<file path="src/rtl/fbw_pkg.sv">
package fbw_pkg;

   typedef enum logic [1:0] {
      DM_INT = 2'd0,
      DM_RGB = 2'd1,
      DM_VSY = 2'd2,
      DM_RSV = 2'd3
   } dmode_e;

   localparam logic [1:0] PH_BACK  = 2'd0;
   localparam logic [1:0] PH_ACT   = 2'd1;
   localparam logic [1:0] PH_FRONT = 2'd2;

   localparam logic [2:0] CFG_MODE = 3'd0;
   localparam logic [2:0] CFG_BP   = 3'd1;
   localparam logic [2:0] CFG_NL   = 3'd2;
   localparam logic [2:0] CFG_FP   = 3'd3;
   localparam logic [2:0] CFG_WL   = 3'd4;
   localparam logic [2:0] CFG_WR   = 3'd5;
   localparam logic [2:0] CFG_AX   = 3'd6;
   localparam logic [2:0] CFG_AY   = 3'd7;

   function automatic logic cross_switch(input dmode_e a, input dmode_e b);
      return (a == DM_RGB && b == DM_VSY) || (a == DM_VSY && b == DM_RGB);
   endfunction

endpackage

</file>
<file path="src/rtl/fbw_edge.sv">
module fbw_edge #(
   parameter int N = 3
) (
   input  logic         clk,
   input  logic         rst_n,
   input  logic [N-1:0] din,
   output logic [N-1:0] rise
);
   for (genvar gi = 0; gi < N; gi++) begin : g_bit
      logic prev;
      always_ff @(posedge clk) begin
         if (!rst_n) prev <= 1'b0;
         else        prev <= din[gi];
      end
      assign rise[gi] = din[gi] & ~prev;
   end
endmodule

</file>
<file path="src/rtl/fbw_line_trk.sv">
module fbw_line_trk
   import fbw_pkg::*;
#(
   parameter int CW = 8
) (
   input  logic          clk,
   input  logic          rst_n,
   input  logic          en,
   input  logic          clr,
   input  logic          step,
   input  logic [CW-1:0] bp,
   input  logic [CW-1:0] nl,
   input  logic [CW-1:0] fp,
   output logic [1:0]    phase
);
   localparam int NW = CW + 2;

   logic [NW-1:0] cnt;
   logic [NW-1:0] back_end;
   logic [NW-1:0] act_end;
   logic [NW-1:0] total;

   assign back_end = {2'b00, bp};
   assign act_end  = back_end + {2'b00, nl};
   assign total    = act_end + {2'b00, fp};

   always_ff @(posedge clk) begin
      if (!rst_n) begin
         cnt <= '0;
      end else if (en) begin
         if (clr)                      cnt <= '0;
         else if (step && cnt < total) cnt <= cnt + 1'b1;
      end
   end

   always_comb begin
      if (cnt <= back_end)     phase = PH_BACK;
      else if (cnt <= act_end) phase = PH_ACT;
      else                     phase = PH_FRONT;
   end
endmodule

</file>
<file path="src/rtl/fbw_addr_step.sv">
module fbw_addr_step #(
   parameter int XW = 4,
   parameter int YW = 4
) (
   input  logic             clk,
   input  logic             rst_n,
   input  logic             load,
   input  logic             step,
   input  logic [XW-1:0]    ld_x,
   input  logic [YW-1:0]    ld_y,
   input  logic [XW-1:0]    win_l,
   input  logic [XW-1:0]    win_r,
   output logic [XW+YW-1:0] addr
);
   logic [XW-1:0] col;
   logic [YW-1:0] row;

   always_ff @(posedge clk) begin
      if (!rst_n) begin
         col <= '0;
         row <= '0;
      end else if (load) begin
         col <= ld_x;
         row <= ld_y;
      end else if (step) begin
         if (col == win_r) begin
            col <= win_l;
            row <= row + 1'b1;
         end else begin
            col <= col + 1'b1;
         end
      end
   end

   assign addr = {row, col};
endmodule

</file>
<file path="src/rtl/fbw_ram.sv">
module fbw_ram #(
   parameter int DW = 18,
   parameter int AW = 8
) (
   input  logic          clk,
   input  logic          we,
   input  logic [AW-1:0] waddr,
   input  logic [DW-1:0] wdata,
   input  logic [AW-1:0] raddr,
   output logic [DW-1:0] rdata
);
   localparam int DEPTH = 1 << AW;

   logic [DW-1:0] mem [DEPTH];

   always_ff @(posedge clk) begin
      if (we) mem[waddr] <= wdata;
      rdata <= mem[raddr];
   end
endmodule

</file>
<file path="src/rtl/fbw_wpath_ctrl.sv">
module fbw_wpath_ctrl
   import fbw_pkg::*;
#(
   parameter int PIX_W = 18,
   parameter int COL_W = 4,
   parameter int ROW_W = 4,
   parameter int LCW   = 8,
   parameter int CFG_W = 16
) (
   input  logic                   clk,
   input  logic                   rst_n,
   input  logic                   cfg_we,
   input  logic [2:0]             cfg_addr,
   input  logic [CFG_W-1:0]       cfg_wdata,
   input  logic                   hst_we,
   input  logic [COL_W+ROW_W-1:0] hst_addr,
   input  logic [PIX_W-1:0]       hst_wdata,
   output logic                   hst_err,
   input  logic                   vsync,
   input  logic                   hsync,
   input  logic                   dotclk,
   input  logic                   enable,
   input  logic [PIX_W-1:0]       pix_data,
   input  logic [COL_W+ROW_W-1:0] rd_addr,
   output logic [PIX_W-1:0]       rd_data,
   output logic [1:0]             act_mode,
   output logic [1:0]             line_phase
);
   localparam int AW = COL_W + ROW_W;

   initial begin
      assert (PIX_W > 0 && COL_W > 0 && ROW_W > 0 && LCW > 0)
         else $error("fbw_wpath_ctrl: widths must be positive");
      assert (CFG_W >= LCW && CFG_W >= COL_W && CFG_W >= ROW_W && CFG_W >= 3)
         else $error("fbw_wpath_ctrl: CFG_W too narrow for its fields");
   end

   // edge events on the streaming inputs
   logic [2:0] rise;
   logic       vs_rise, hs_rise, dc_rise;

   fbw_edge #(.N(3)) u_edge (
      .clk  (clk),
      .rst_n(rst_n),
      .din  ({vsync, hsync, dotclk}),
      .rise (rise)
   );
   assign vs_rise = rise[2];
   assign hs_rise = rise[1];
   assign dc_rise = rise[0];

   // configuration state
   dmode_e           pend_q, act_q;
   logic             src_pix;
   logic [LCW-1:0]   bp_q, nl_q, fp_q;
   logic [COL_W-1:0] wl_q, wr_q, ax_q;
   logic [ROW_W-1:0] ay_q;

   dmode_e new_mode;
   logic   mode_wr, mode_ok, sel_rise;

   assign new_mode = dmode_e'(cfg_wdata[1:0]);
   assign mode_wr  = cfg_we && (cfg_addr == CFG_MODE);
   assign mode_ok  = (new_mode != DM_RSV) && !cross_switch(new_mode, pend_q)
                     && !cross_switch(new_mode, act_q);
   assign sel_rise = mode_wr && mode_ok && cfg_wdata[2] && !src_pix;

   always_ff @(posedge clk) begin
      if (!rst_n) begin
         pend_q  <= DM_INT;
         src_pix <= 1'b0;
         bp_q    <= '0;
         nl_q    <= '0;
         fp_q    <= '0;
         wl_q    <= '0;
         wr_q    <= '0;
         ax_q    <= '0;
         ay_q    <= '0;
      end else if (cfg_we) begin
         unique case (cfg_addr)
            CFG_MODE: if (mode_ok) begin
               pend_q  <= new_mode;
               src_pix <= cfg_wdata[2];
            end
            CFG_BP:  bp_q <= cfg_wdata[LCW-1:0];
            CFG_NL:  nl_q <= cfg_wdata[LCW-1:0];
            CFG_FP:  fp_q <= cfg_wdata[LCW-1:0];
            CFG_WL:  wl_q <= cfg_wdata[COL_W-1:0];
            CFG_WR:  wr_q <= cfg_wdata[COL_W-1:0];
            CFG_AX:  ax_q <= cfg_wdata[COL_W-1:0];
            CFG_AY:  ay_q <= cfg_wdata[ROW_W-1:0];
            default: ;
         endcase
      end
   end

   // the active mode follows the pending one, gated by frame sync in RGB mode
   always_ff @(posedge clk) begin
      if (!rst_n)                  act_q <= DM_INT;
      else if (act_q != DM_RGB)    act_q <= pend_q;
      else if (vs_rise)            act_q <= pend_q;
   end

   logic rgb_on;
   assign rgb_on = (act_q == DM_RGB);

   fbw_line_trk #(.CW(LCW)) u_lines (
      .clk  (clk),
      .rst_n(rst_n),
      .en   (rgb_on),
      .clr  (vs_rise),
      .step (hs_rise),
      .bp   (bp_q),
      .nl   (nl_q),
      .fp   (fp_q),
      .phase(line_phase)
   );

   // write-source arbitration
   logic pix_we, host_ok, host_acc;
   assign pix_we   = rgb_on && src_pix && (line_phase == PH_ACT) && !enable && dc_rise;
   assign host_ok  = (act_q == DM_INT) || (!src_pix && (!rgb_on || enable));
   assign host_acc = hst_we && host_ok;

   always_ff @(posedge clk) begin
      if (!rst_n) hst_err <= 1'b0;
      else        hst_err <= hst_we && !host_ok;
   end

   logic [AW-1:0] pix_addr;

   fbw_addr_step #(.XW(COL_W), .YW(ROW_W)) u_addr (
      .clk  (clk),
      .rst_n(rst_n),
      .load ((rgb_on && vs_rise) || sel_rise),
      .step (pix_we),
      .ld_x (ax_q),
      .ld_y (ay_q),
      .win_l(wl_q),
      .win_r(wr_q),
      .addr (pix_addr)
   );

   fbw_ram #(.DW(PIX_W), .AW(AW)) u_ram (
      .clk  (clk),
      .we   (pix_we || host_acc),
      .waddr(pix_we ? pix_addr : hst_addr),
      .wdata(pix_we ? pix_data : hst_wdata),
      .raddr(rd_addr),
      .rdata(rd_data)
   );

   assign act_mode = act_q;
endmodule

</file>
<file path="config.mk">
export PLATFORM = sky130hd
export DESIGN_NAME = fbw_wpath_ctrl
export DESIGN_NICKNAME = d
export VERILOG_FILES = /design/src/rtl/fbw_pkg.sv /design/src/rtl/fbw_edge.sv /design/src/rtl/fbw_line_trk.sv /design/src/rtl/fbw_addr_step.sv /design/src/rtl/fbw_ram.sv /design/src/rtl/fbw_wpath_ctrl.sv
export SDC_FILE = /design/constraint.sdc
export NUM_CORES = 2
export LEC_CHECK = 0
export BUFFER_PORTS_ARGS = -buffer_cell sky130_fd_sc_hd__buf_2
export CAP_MARGIN = 0
export CORE_MARGIN = 2
export CORE_UTILIZATION = 45
export DETAILED_ROUTE_END_ITERATION = 8
export GPL_ROUTABILITY_DRIVEN = 0
export SYNTH_ARGS = -nofsm -noshare
export SYNTH_HDL_FRONTEND = slang
export SYNTH_HIERARCHICAL = 1
export SYNTH_MEMORY_MAX_BITS = 65536
export SYNTH_SLANG_ARGS = --single-unit
</file>
<file path="constraint.sdc">
create_clock -name clk -period 6.06 [get_ports clk]
set_input_delay 0.606 -clock clk [delete_from_list [all_inputs] [get_ports clk]]
set_output_delay 0.606 -clock clk [all_outputs]
set_load 0.005 [all_outputs]
</file>
==> impl_metrics.csv <==
group,metric,value,unit
status,outcome,"completed",
yosys,ys_types,69,
yosys,synth-seq-cells,4693,
finish,nets,9609,
yosys,synth_area,0.183,mm^2
sta,maxSlewHeadroom,0.0190,
global_route,overflow,0,
placement,postPlaceCellArea,0.196,mm^2
setup_path,crit_fanout,16,
finish,fin_cells,15300,
placement,place_worst_setup_slack,298,ps
global_route,top_usage_layer,"met2",
setup_path,crit_path_max_incr_delay,420,ps
route,drt-initial-drc-count,10900,
sta,setup_violations,0,
clock_tree,clk_latency,1020,ps
power,leakagePower,67.8,nW
placement,placed_cells,14400,
clock_tree,cts_root_buf,"clkbuf_16",
finish,final_common_cell,"edfxtp_1",
finish,final_core_util,0.522,
finish,final_area,0.212,mm^2
power,switching_share,0.213,
die,die_h,641,um
yosys,ys.flop_type,"edfxtp_1",
global_route,grtUsageMet2,0.369,
die,dieArea,0.411,mm^2
die,initial_core_util,0.451,
clock_tree,htree_levels,5,
power,power_switching,14.5,mW
sta,finalCriticalPeriod,5770,ps
setup_path,cp-start-kind,"flip-flop",
power,p_seq_frac,0.525,
global_route,grt_max_degree,193,
route,avgRoutedWirePerCell,31.4,um
sta,setup_tns,0,ps
sta,worstMarginPinSlew,1470,ps
sta,hold_viol_final,0,
global_route,grt_antenna_before_repair,21,
clock_tree,cts_buffer_depth,4,
setup_path,r2r_slack,290,ps
yosys,synth_top_area_cell,"edfxtp_1",
yosys,synthArstFlopShare,0,
setup_path,arrival,6410,ps
yosys,synth-seq-area-share,0.766,
yosys,synth_xor_area_frac,0.000958,
power,finalPower,68.1,mW
finish,final_cell_mix,"edfxtp_1, mux4_2, mux2i_1",
clock_tree,clk_pin_slew,70,ps
placement,numPortBuffers,93,
yosys,synth_top_area_share,0.757,
power,vdd_drop_max,0.000263,V
sta,max_freq,173,MHz
sta,slew_violations,0,
route,dr.pass1.iters,6,
power,internal_power,53.6,mW
sta,fin_ws,289,ps
route,routed-via-count,92300,
placement,place_hpwl,295,mm
setup_path,required,6700,ps
power,p_clk_frac,0.422,
sta,fin_worst_skew,87.4,ps
yosys,avgSynthCellArea,20.7,um^2
clock_tree,cts_made_buffers,469,
power,cellPowerDensity,322,mW/mm^2
yosys,synth.net_count,8947,
route,route.detailed.drc,0,
yosys,synth_top_family_by_area,"multiplexers",
route,viasPerCell,6.03,
hold_path,min_path_type,"primary input to flip-flop",
yosys,ys_warn_count,6,
global_route,globalRouteMet3Util,0.0413,
sta,hold_slack,124,ps
global_route,grtUsageTotal,0.232,
route,wl,481,mm
power,pwr-share-comb,0.053,
setup_path,cp_cell_sequence,"ha_1 -> a21o_1 -> a21oi_1 -> o21ai_1 -> o41ai_1 -> xnor2_1 -> inv_1 -> ha_1 -> a21o_1 -> a211oi_1 -> a22oi_1 -> nor2b_1 -> nand4b_1 -> nor3_4 -> buf_12 -> mux2_2 -> nor2_1 -> nand4_1 -> buf_4 -> nor2_2 -> buf_12",
yosys,synth_edf_count,4608,
die,ios,102,
die,core,0.406,mm^2
job,cap_violations,0,
setup_path,critPathKind,"flip-flop to flip-flop",
clock_tree,post_cts_resized,0,
yosys,synth.mux.area_fraction,0.153,
sta,rsz0062_at_grt,"false",
yosys,synth_fa_ha_area_frac,0.00330,
global_route,grt_pass1_vias,91800,
clock_tree,cts_tree,"done",
global_route,grt_pass1_wl,683,mm
yosys,synth-compound-area-share,0.0371,
setup_path,cp_slowest_cell,"mux2_2",
die,die_w,641,um
yosys,synth_cells,8821,
finish,layout-drive-gt1-share,0.254,
yosys,synthSimpleGateAreaFrac,0.0220,
finish,syn2layout_area_growth,15.8,%
global_route,use_met1,0.319,
clock_tree,numClockSinks,4693,
yosys,yosys-top-cells-area,"edfxtp_1, mux4_2, mux2i_1",
route,antenna_left,0,
sta,period_share,0.952,
setup_path,endpoint_kind,"flip-flop",
die,rows,234,
==> synthesized netlist by cell type, drive strengths merged, types with 7 or more instances <==
cell type,count
a21boi,24
a21o,7
a21oi,217
a22o,19
a22oi,52
a31oi,30
and2,7
buf,277
clkbuf,238
dfxtp,85
edfxtp,4608
ha,45
inv,33
mux2,26
mux2i,814
mux4,864
nand2,153
nand2b,9
nand3,42
nand4,33
nor2,309
nor2b,43
nor3,164
nor4,34
o211ai,14
o21ai,39
o221ai,318
o22ai,243
or2,8
or3,8
or4,7
xnor2,11
xor2,9
==> critical path: cells and delay by family, from the launching register on <==
family | cells | cell delay (ps)
simple gates | 6 | 1520
flops | 1 | 320
compound gates | 7 | 1540
buf+inv | 4 | 790
mux | 1 | 420
xor+xnor | 1 | 230
fa+ha+maj | 2 | 590
==> power by group through the flow <==
stage               clock, mW  combinational, mW  sequential [mW]
finish                   28.8               3.60             35.7
global route             30.5               3.77             35.7
CTS                      29.2               3.61             35.7
detailed placement          0               3.59             36.4
global placement            0               3.53             36.4
floorplan                   0               2.08             36.5
==> area by class of cell <==
cell class                 instances  area [um^2]
tap                             5428         6790
clock buffer                     569        12300
sequential                      4693       140000
antenna                           11         27.5
multi-input combinational       3578        40300
timing repair buffer             706         9080
fill                           31300       194000
inverter                          35          144
clock inverter                   303         2960
==> state kept, by name (all words and copies together) (netlist names) <==
register           cells
u_edge/g_bit.prev      3
u_ram/rdata           18
act_mode               2
u_addr/col             4
u_ram/mem           4608
u_addr/row             4
fp_q                   8
ax_q                   4
wr_q                   4
ay_q                   4
u_lines/cnt           10
bp_q                   8
wl_q                   4
hst_err                1
pend_q                 2
src_pix                1
nl_q                   8
==> path summary, 6_finish.rpt <==
check	start	to	cells after the start
worst min register to register	nl_q[2]	nl_q[2]	2
worst max register to register	bp_q[1]	u_ram/mem[179][1]	21
worst max-delay path	bp_q[1]	u_ram/mem[179][1]	21
worst min-delay path	cfg_addr[0]	pend_q[1]	4
==> routing by layer <==
layer / vias up / wire, um
met5: - / 43
met3: 774 / 38600
met2: 3890 / 229000
met1: 49200 / 193000
met4: 6 / 21100
li1: 38500 / -
==> repair_timing <==
action,in CTS,in global routing
setup buffers,0,1
setup endpoints to repair,0,154
hold buffers,15,0
hold endpoints to repair,38,0
==> logic make-up after synthesis <==
| family | after synthesis |
|---|---|
| flip-flops | 4693 |
| multiplexers | 1704 |
| AO/OA/AOI/OAI | 974 |
| AND/OR/NAND/NOR | 833 |
| buffers and inverters | 550 |
| adder cells (fa/ha/maj) | 47 |
| XOR/XNOR | 20 |
Power figures use the tool's default switching activity.
